===== src/rtl/mam_pkg.sv =====
package mam_pkg;

    // 7-bit slave address field carried in bits 7:1 of an address byte
    typedef logic [6:0] addr7_t;

    localparam addr7_t GC_ADDR = 7'b000_0000;

    function automatic addr7_t addr_field(input logic [7:0] b);
        return b[7:1];
    endfunction

endpackage


===== src/rtl/mam_regfile.sv =====
module mam_regfile
    import mam_pkg::*;
#(
    parameter int unsigned NUM_SLOTS = 4,
    parameter int unsigned CFG_DW    = 32,
    parameter int unsigned SEL_W     = 4
) (
    input  logic                            clk_i,
    input  logic                            rst_ni,
    input  logic                            we_i,
    input  logic [SEL_W-1:0]                sel_i,
    input  logic [CFG_DW-1:0]               wdata_i,
    input  logic [7:0]                      cap_i,
    output logic [CFG_DW-1:0]               rdata_o,
    output logic [NUM_SLOTS-1:0][6:0]       slot_addr_o,
    output logic [NUM_SLOTS-1:0][6:0]       slot_mask_o,
    output logic [NUM_SLOTS-1:0]            gc_en_o
);

    localparam int unsigned MASK_BASE = NUM_SLOTS;
    localparam int unsigned CAP_SEL   = 2 * NUM_SLOTS;

    typedef struct packed {
        logic [NUM_SLOTS-1:0][6:0] addr;
        logic [NUM_SLOTS-1:0][6:0] mask;
        logic [NUM_SLOTS-1:0]      gcen;
    } regs_t;

    regs_t regs_d, regs_q;

    // Upper write-data bits are deliberately dropped
    logic unused_wdata_hi;
    assign unused_wdata_hi = ^wdata_i[CFG_DW-1:8];

    always_comb begin
        regs_d = regs_q;
        if (we_i) begin
            for (int unsigned i = 0; i < NUM_SLOTS; i++) begin
                if (sel_i == SEL_W'(i)) begin
                    regs_d.addr[i] = addr_field(wdata_i[7:0]);
                    regs_d.gcen[i] = wdata_i[0];
                end
                if (sel_i == SEL_W'(MASK_BASE + i)) begin
                    regs_d.mask[i] = addr_field(wdata_i[7:0]);
                end
            end
        end
    end

    always_ff @(posedge clk_i) begin
        if (!rst_ni) begin
            regs_q <= '0;
        end else begin
            regs_q <= regs_d;
        end
    end

    always_comb begin
        rdata_o = '0;
        for (int unsigned i = 0; i < NUM_SLOTS; i++) begin
            if (sel_i == SEL_W'(i)) begin
                rdata_o[7:0] = {regs_q.addr[i], regs_q.gcen[i]};
            end
            if (sel_i == SEL_W'(MASK_BASE + i)) begin
                rdata_o[7:0] = {regs_q.mask[i], 1'b0};
            end
        end
        if (sel_i == SEL_W'(CAP_SEL)) begin
            rdata_o[7:0] = cap_i;
        end
    end

    assign slot_addr_o = regs_q.addr;
    assign slot_mask_o = regs_q.mask;
    assign gc_en_o     = regs_q.gcen;

endmodule


===== src/rtl/mam_lane.sv =====
module mam_lane
    import mam_pkg::*;
(
    input  addr7_t rx_i,
    input  addr7_t slot_i,
    input  addr7_t mask_i,
    output logic   hit_o
);

    addr7_t diff;

    always_comb begin
        diff  = (rx_i ^ slot_i) & ~mask_i;
        // The general-call pattern is never an ordinary slot hit
        hit_o = (diff == '0) && (rx_i != GC_ADDR);
    end

endmodule


===== src/rtl/mam_pick.sv =====
module mam_pick #(
    parameter int unsigned NUM_SLOTS = 4,
    parameter int unsigned IDX_W     = 2
) (
    input  logic [NUM_SLOTS-1:0] lane_hit_i,
    input  logic [NUM_SLOTS-1:0] gc_en_i,
    input  logic                 is_gc_i,
    output logic                 found_o,
    output logic                 gc_o,
    output logic [IDX_W-1:0]     idx_o
);

    logic [NUM_SLOTS-1:0] cand;

    always_comb begin
        cand    = is_gc_i ? gc_en_i : lane_hit_i;
        found_o = |cand;
        gc_o    = is_gc_i && (|gc_en_i);
        idx_o   = '0;
        // Scan downward so the lowest set candidate is taken last
        for (int i = NUM_SLOTS - 1; i >= 0; i--) begin
            if (cand[i]) begin
                idx_o = IDX_W'(i);
            end
        end
    end

endmodule


===== src/rtl/multi_addr_matcher.sv =====
module multi_addr_matcher
    import mam_pkg::*;
#(
    parameter int unsigned NUM_SLOTS = 4,
    parameter int unsigned CFG_DW    = 32,
    parameter int unsigned IDX_W     = (NUM_SLOTS > 1) ? $clog2(NUM_SLOTS) : 1,
    parameter int unsigned SEL_W     = $clog2(2 * NUM_SLOTS + 1)
) (
    input  logic              clk_i,
    input  logic              rst_ni,
    input  logic              cfg_we_i,
    input  logic [SEL_W-1:0]  cfg_sel_i,
    input  logic [CFG_DW-1:0] cfg_wdata_i,
    output logic [CFG_DW-1:0] cfg_rdata_o,
    input  logic [7:0]        addr_byte_i,
    input  logic              addr_valid_i,
    output logic              match_o,
    output logic              gc_o,
    output logic [IDX_W-1:0]  match_idx_o
);

    typedef struct packed {
        logic             hit;
        logic             gc;
        logic [IDX_W-1:0] idx;
        logic [7:0]       cap;
    } res_t;

    res_t res_d, res_q;

    logic [NUM_SLOTS-1:0][6:0] slot_addr;
    logic [NUM_SLOTS-1:0][6:0] slot_mask;
    logic [NUM_SLOTS-1:0]      gc_en;
    logic [NUM_SLOTS-1:0]      lane_hit;
    logic                      pick_found;
    logic                      pick_gc;
    logic [IDX_W-1:0]          pick_idx;
    logic [7:0]                cap_q;
    addr7_t                    rx_addr;

    assign rx_addr = addr_field(addr_byte_i);
    assign cap_q   = res_q.cap;

    mam_regfile #(
        .NUM_SLOTS (NUM_SLOTS),
        .CFG_DW    (CFG_DW),
        .SEL_W     (SEL_W)
    ) u_regs (
        .clk_i       (clk_i),
        .rst_ni      (rst_ni),
        .we_i        (cfg_we_i),
        .sel_i       (cfg_sel_i),
        .wdata_i     (cfg_wdata_i),
        .cap_i       (cap_q),
        .rdata_o     (cfg_rdata_o),
        .slot_addr_o (slot_addr),
        .slot_mask_o (slot_mask),
        .gc_en_o     (gc_en)
    );

    for (genvar g = 0; g < NUM_SLOTS; g++) begin : g_lane
        mam_lane u_lane (
            .rx_i   (rx_addr),
            .slot_i (slot_addr[g]),
            .mask_i (slot_mask[g]),
            .hit_o  (lane_hit[g])
        );
    end

    mam_pick #(
        .NUM_SLOTS (NUM_SLOTS),
        .IDX_W     (IDX_W)
    ) u_pick (
        .lane_hit_i (lane_hit),
        .gc_en_i    (gc_en),
        .is_gc_i    (rx_addr == GC_ADDR),
        .found_o    (pick_found),
        .gc_o       (pick_gc),
        .idx_o      (pick_idx)
    );

    always_comb begin
        res_d     = res_q;
        res_d.hit = 1'b0;
        res_d.gc  = 1'b0;
        if (addr_valid_i && pick_found) begin
            res_d.hit = 1'b1;
            res_d.gc  = pick_gc;
            res_d.idx = pick_idx;
            res_d.cap = addr_byte_i;
        end
    end

    always_ff @(posedge clk_i) begin
        if (!rst_ni) begin
            res_q <= '0;
        end else begin
            res_q <= res_d;
        end
    end

    assign match_o     = res_q.hit;
    assign gc_o        = res_q.gc;
    assign match_idx_o = res_q.idx;

endmodule


===== config.mk =====
export PLATFORM = sky130hd
export DESIGN_NAME = multi_addr_matcher
export DESIGN_NICKNAME = d
export VERILOG_FILES = /design/src/rtl/mam_pkg.sv /design/src/rtl/mam_regfile.sv /design/src/rtl/mam_lane.sv /design/src/rtl/mam_pick.sv /design/src/rtl/multi_addr_matcher.sv
export SDC_FILE = /design/constraint.sdc
export NUM_CORES = 1
export LEC_CHECK = 0
export BUFFER_PORTS_ARGS = -buffer_cell sky130_fd_sc_hd__buf_2
export CORE_MARGIN = 8
export CORE_UTILIZATION = 32
export CTS_CLUSTER_DIAMETER = 80
export CTS_CLUSTER_SIZE = 25
export DETAILED_ROUTE_END_ITERATION = 6
export SYNTH_ARGS = -nofsm -noshare
export SYNTH_HDL_FRONTEND = slang
export SYNTH_SLANG_ARGS = --single-unit

===== constraint.sdc =====
create_clock -name clk_i -period 1.9 [get_ports clk_i]
set_input_delay 0.095 -clock clk_i [delete_from_list [all_inputs] [get_ports clk_i]]
set_output_delay 0.095 -clock clk_i [all_outputs]
set_load 0.02 [all_outputs]

-- After elaboration in Yosys (flattened, before gate mapping)
Cells that the tools add are included.
- register bits: 72
- input bits: 48
- output and inout port bits: 36
- logic and storage cells: 75
- eq/ne operators: 8
- muxes and demuxes: 15
- bitwise gates (word level): 12
- reduce and logical (&&, ||, !) cells: 24
- operators with widths (kind ; count):
    $mux 8 ; 9
    $logic_not 7->1 ; 5
    $and 7x7->7 ; 4
    $not 7->7 ; 4
    $xor 7x7->7 ; 4
    $reduce_and 2->1 ; 9
    $eq 4x3->1 const B ; 4
    $mux 12 ; 1
    $eq 4x2->1 const B ; 2
    $mux 2 ; 4
    $reduce_or 4->1 ; 2
    $reduce_bool 7->1 ; 1
    $logic_and 1x1->1 ; 6
    $eq 4x1->1 const B ; 1
    $eq 4x4->1 const B ; 1
    $logic_not 4->1 ; 1
    $mux 4 ; 1

-- Depth between registers and ports, before layout
- depth in word-level cells: 10
- mapped depth: 8

-- By module
A second synthesis with hierarchy kept.
- cell total of the unflattened synthesis: 504
- area, all modules: 4314.1 um^2
- by module, submodules not included (module ; instances ; cells an instance ; area an instance (um^2)):
    mam_regfile ; 1 ; 377 ; 3324.4
    mam_lane ; 4 ; 15 ; 113.9
    multi_addr_matcher ; 1 ; 52 ; 451.7
    mam_pick ; 1 ; 15 ; 82.6

-- Least setup slack after synthesis
No wires, ideal clock.
- path kind: in2reg
- start: input addr_byte_i[5]
- end: register res_q, in the netlist cap_q[0]
- arrival: 1.788 ns
- required time: 1.828 ns
- slack: 0.041 ns
- stages on the path: 8
- path buffers: 2
- cells stage by stage: buf_2 -> or4_4 -> o22ai_1 -> nor4_1 -> o31ai_1 -> and2_4 -> buf_12 -> mux2i_1
- cells in the longest elaborated chain, start to end: 7
- elaborated cells on any way between the ends: 21
- ends and longest elaborated chain (element ; RTL line ; text):
    start: declaration ; multi_addr_matcher.sv:15 ; input logic [7:0] addr_byte_i,
    $xor 7x7->7 ; mam_lane.sv:13 ; diff = (rx_i ^ slot_i) & ~mask_i;
    $and 7x7->7 ; mam_lane.sv:13 ;
    $logic_not 7->1 ; mam_lane.sv:15 ; hit_o = (diff == '0) && (rx_i != GC_ADDR);
    $logic_and 1x1->1 ; mam_lane.sv:15 ;
    $mux 4 * ; mam_pick.sv:16 ; cand = is_gc_i ? gc_en_i : lane_hit_i;
    $reduce_or 4->1 * ; mam_pick.sv:17 ; found_o = |cand;
    $logic_and 1x1->1 * ; multi_addr_matcher.sv:86 ; if (addr_valid_i && pick_found) begin
    end signal: assignment ; multi_addr_matcher.sv:98 ; res_q <= res_d;
    end: declaration ; multi_addr_matcher.sv:29 ; res_t res_d, res_q;
Mark *: on every way between the ends. The rest lies on a longest branch, timed or not.
A chain may end at the register's enable or synchronous reset.

-- Worst setup path after layout
- start: register u_regs.regs_q[16] (netlist: u_regs.slot_mask_o[12])
- end: output cfg_rdata_o[6]
- cells in the longest elaborated chain, start to end: 6
- ends and longest elaborated chain (element ; RTL line ; text):
    start: declaration ; mam_regfile.sv:29 ; regs_t regs_d, regs_q;
    start signal: assignment ; mam_regfile.sv:54 ; regs_q <= regs_d;
    $mux 8 ; mam_regfile.sv:64 ; if (sel_i == SEL_W'(MASK_BASE + i)) begin
    $mux 8 ; mam_regfile.sv:61 ; if (sel_i == SEL_W'(i)) begin
    $mux 8 ; mam_regfile.sv:64 ;
    $mux 8 ; mam_regfile.sv:61 ;
    $mux 8 ; mam_regfile.sv:64 ;
    $mux 8 ; mam_regfile.sv:68 ; if (sel_i == SEL_W'(CAP_SEL)) begin
    end: declaration ; multi_addr_matcher.sv:14 ; output logic [CFG_DW-1:0] cfg_rdata_o,
Every way passes these cells.

==> results.json <==
{
  "status": "completed",
  "ioPinCount": 84,
  "grt-ovfl-total": 0,
  "cts_made_buffers": 9,
  "antenna_found_initial": 0,
  "drt_iter0_markers": 166,
  "htreeDepth": 3,
  "synth-compound-area-share": 0.1324,
  "required_ps": 1800,
  "fmax_ghz": 0.5498,
  "synth_area_um2": 4084,
  "yosysSeqAreaShare": 0.3529,
  "synth_cells": 462,
  "final_cell_area_um2": 4886,
  "synth_edf_count": 0,
  "setup_viol": 0,
  "synthTopCellsByArea": "dfxtp_1, mux2i_1, nor2b_1",
  "async_reset_ff_frac": 0,
  "leakagePower_nw": 2.017,
  "diodes": 0,
  "cp_max_fo": 3,
  "maxSlewViolCount": 0,
  "synth_top_family_by_area": "simple AND/OR/NAND/NOR gates",
  "period_needed_ps": 1819,
  "max_cap_violations": 0,
  "grt_pass1_vias": 3455,
  "synth-adder-area-share": 0,
  "yosys-top-cells-count": "dfxtp_1, mux2i_1, nor2b_1",
  "met1_usage": 0.1977,
  "cts_max_path_buffers": 2,
  "gr-usage-all-layers": 0.1482,
  "cts_root_buf": "clkbuf_16",
  "cts_tree": "done",
  "worstSetupEndpointType": "output port",
  "ys.flop_type": "dfxtp_1",
  "rsz0062_at_grt": "no",
  "fin_crit_sh": 0.9572,
  "syn2layout_area_growth_pct": 19.64,
  "synthMuxAreaShare": 0.1780,
  "peakVddDrop_mv": 0.4253,
  "final_antenna_net_count": 0,
  "core_region_area_um2": 12520,
  "worst_hold_path_type": "input pin to register",
  "netlist.area_leader.share": 0.3529,
  "worst_clock_skew_ps": 4.110,
  "ys_warn_count": 0,
  "place_congestion": 0.9139,
  "multi_input_area_um2": 2427,
  "use_met2": 0.2269,
  "wl_per_cell_um": 17.51,
  "met3_usage": 0.03930,
  "dieArea_um2": 16630,
  "cts.sinks": 72,
  "drt-total-wl_um": 12030,
  "post_dp_cell_area_um2": 4532,
  "synth_top_cell_by_area": "dfxtp_1",
  "seq_area_um2": 1441,
  "cts_setup_buffers": 0,
  "final_hold_viol_count": 0,
  "synth_cell_types": 46,
  "fin_util": 0.3903,
  "top_usage_layer": "met2",
  "nFillCells": 1302,
  "die_h_um": 129.0,
  "io_buffers": 35,
  "vias": 3399,
  "fin_nets": 561,
  "critical_path_arrival_ps": 1720,
  "clock_latency_ps": 340,
  "power.density_nw_per_um2": 738.2,
  "synth-xor-area-share": 0.06005,
  "clk_pin_slew_worst_paths_ps": 50,
  "initial_core_util": 0.3263,
  "yosys.cell_count.top_type": "dfxtp_1",
  "yosys.area_share.simple": 0.1893,
  "drc": 0,
  "dieWidth_um": 129.0,
  "worstSetupPathType": "register to output port",
  "synth_seq_cells": 72,
  "rows": 41,
  "drtPass1Iterations": 4,
  "dp_hpwl_um": 9367,
  "viasPerCell": 4.948,
  "grt_max_degree": 30,
  "startpoint_type": "register",
  "grt_pass1_wl_um": 18930,
  "drive_above_1_share": 0.2078,
  "synth.avg_cell_area_um2": 8.840
}
[state kept, by name, summed over array words and instances (netlist names)]
register	cells
match_o	1
gc_o	1
cap_q	8
match_idx_o	2
u_regs.slot_addr_o	28
u_regs.slot_mask_o	28
u_regs.gc_en_o	4
[report_power, final]
group	leakage [nW]	switching (mW)	internal, mW
sequential	0.581	0.0186	1.53
combinational	1.30	0.283	0.179
clock	0.140	0.593	1.00
total	2.02	0.895	2.71
[metal layers]
layer,vias to the layer above,wire (um),part of all wire
met5,-,0,0
met4,0,153,0.013
met3,11,983,0.082
met2,121,5208,0.43
met1,1612,5680,0.47
li1,1655,-,-
[cell type report]
cell class,count,area share
Clock buffer,13,0.05736
Inverter,3,0.002305
Multi-Input combinational cell,350,0.4968
Sequential cell,72,0.2950
Tap cell,172,0.04405
Timing Repair Buffer,77,0.1045
[cell usage in the layout (no fill, tap or decap), types with 4 or more instances in the layout]
| master | instances |
|---|---|
| a21boi_0 | 7 |
| a21oi_1 | 15 |
| a21oi_2 | 4 |
| buf_2 | 34 |
| buf_4 | 40 |
| clkbuf_16 | 9 |
| clkbuf_8 | 4 |
| conb_1 | 24 |
| dfxtp_1 | 72 |
| mux2i_1 | 67 |
| nand2_1 | 42 |
| nand3_1 | 10 |
| nor2_1 | 15 |
| nor2b_1 | 58 |
| o21ai_0 | 8 |
| o21ai_1 | 4 |
| o221ai_1 | 4 |
| o22ai_1 | 20 |
| xnor2_1 | 28 |
[through the flow]
stage                     setup WS (ps)  std cells  TNS [ps]  hold slack [ps]  power (mW)
final                             81.29        687         0            71.34       3.607
after global routing              2.634        687         0            102.1       3.745
after CTS                         44.63        687         0            64.54       3.639
after detailed placement         -238.9        672     -2153            338.8       2.021
after global placement           -152.6        672     -1414            335.9       2.017
after floorplan                   40.70        485         0            190.6       1.914
[worst max-delay path, cell delays in order, from the launching register on]
cell	delay [ps]
dfxtp_1	330
mux4_2	460
inv_1	70
o21ai_0	120
a22o_1	250
buf_2	160
[timing repair]
action / in CTS / in global routing
pin swaps: 0 / 1
resized for setup: 1 / 14
hold endpoints to repair: 2 / 0
setup endpoints to repair: 9 / 16
hold buffers: 2 / 0
[worst paths after layout]
check,slack [ps],depth (start not counted),to,startpoint
worst max-delay path,80,5,cfg_rdata_o[6],u_regs.slot_mask_o[12]
worst max register to register,100,6,cap_q[6],u_regs.slot_addr_o[23]
worst min-delay path,70,3,u_regs.gc_en_o[1],cfg_wdata_i[0]
worst min register to register,440,2,match_idx_o[1],match_idx_o[1]
[logic make-up (layout without fill, tap and decap cells)]
family / Yosys count / after routing
xor+xnor: 28 / 28
mux: 70 / 70
simple gates: 144 / 144
buf+inv: 63 / 93
compound gates: 84 / 84
other cells: 1 / 24
flops: 72 / 72
Note: power is estimated with default switching activity, not from simulation.
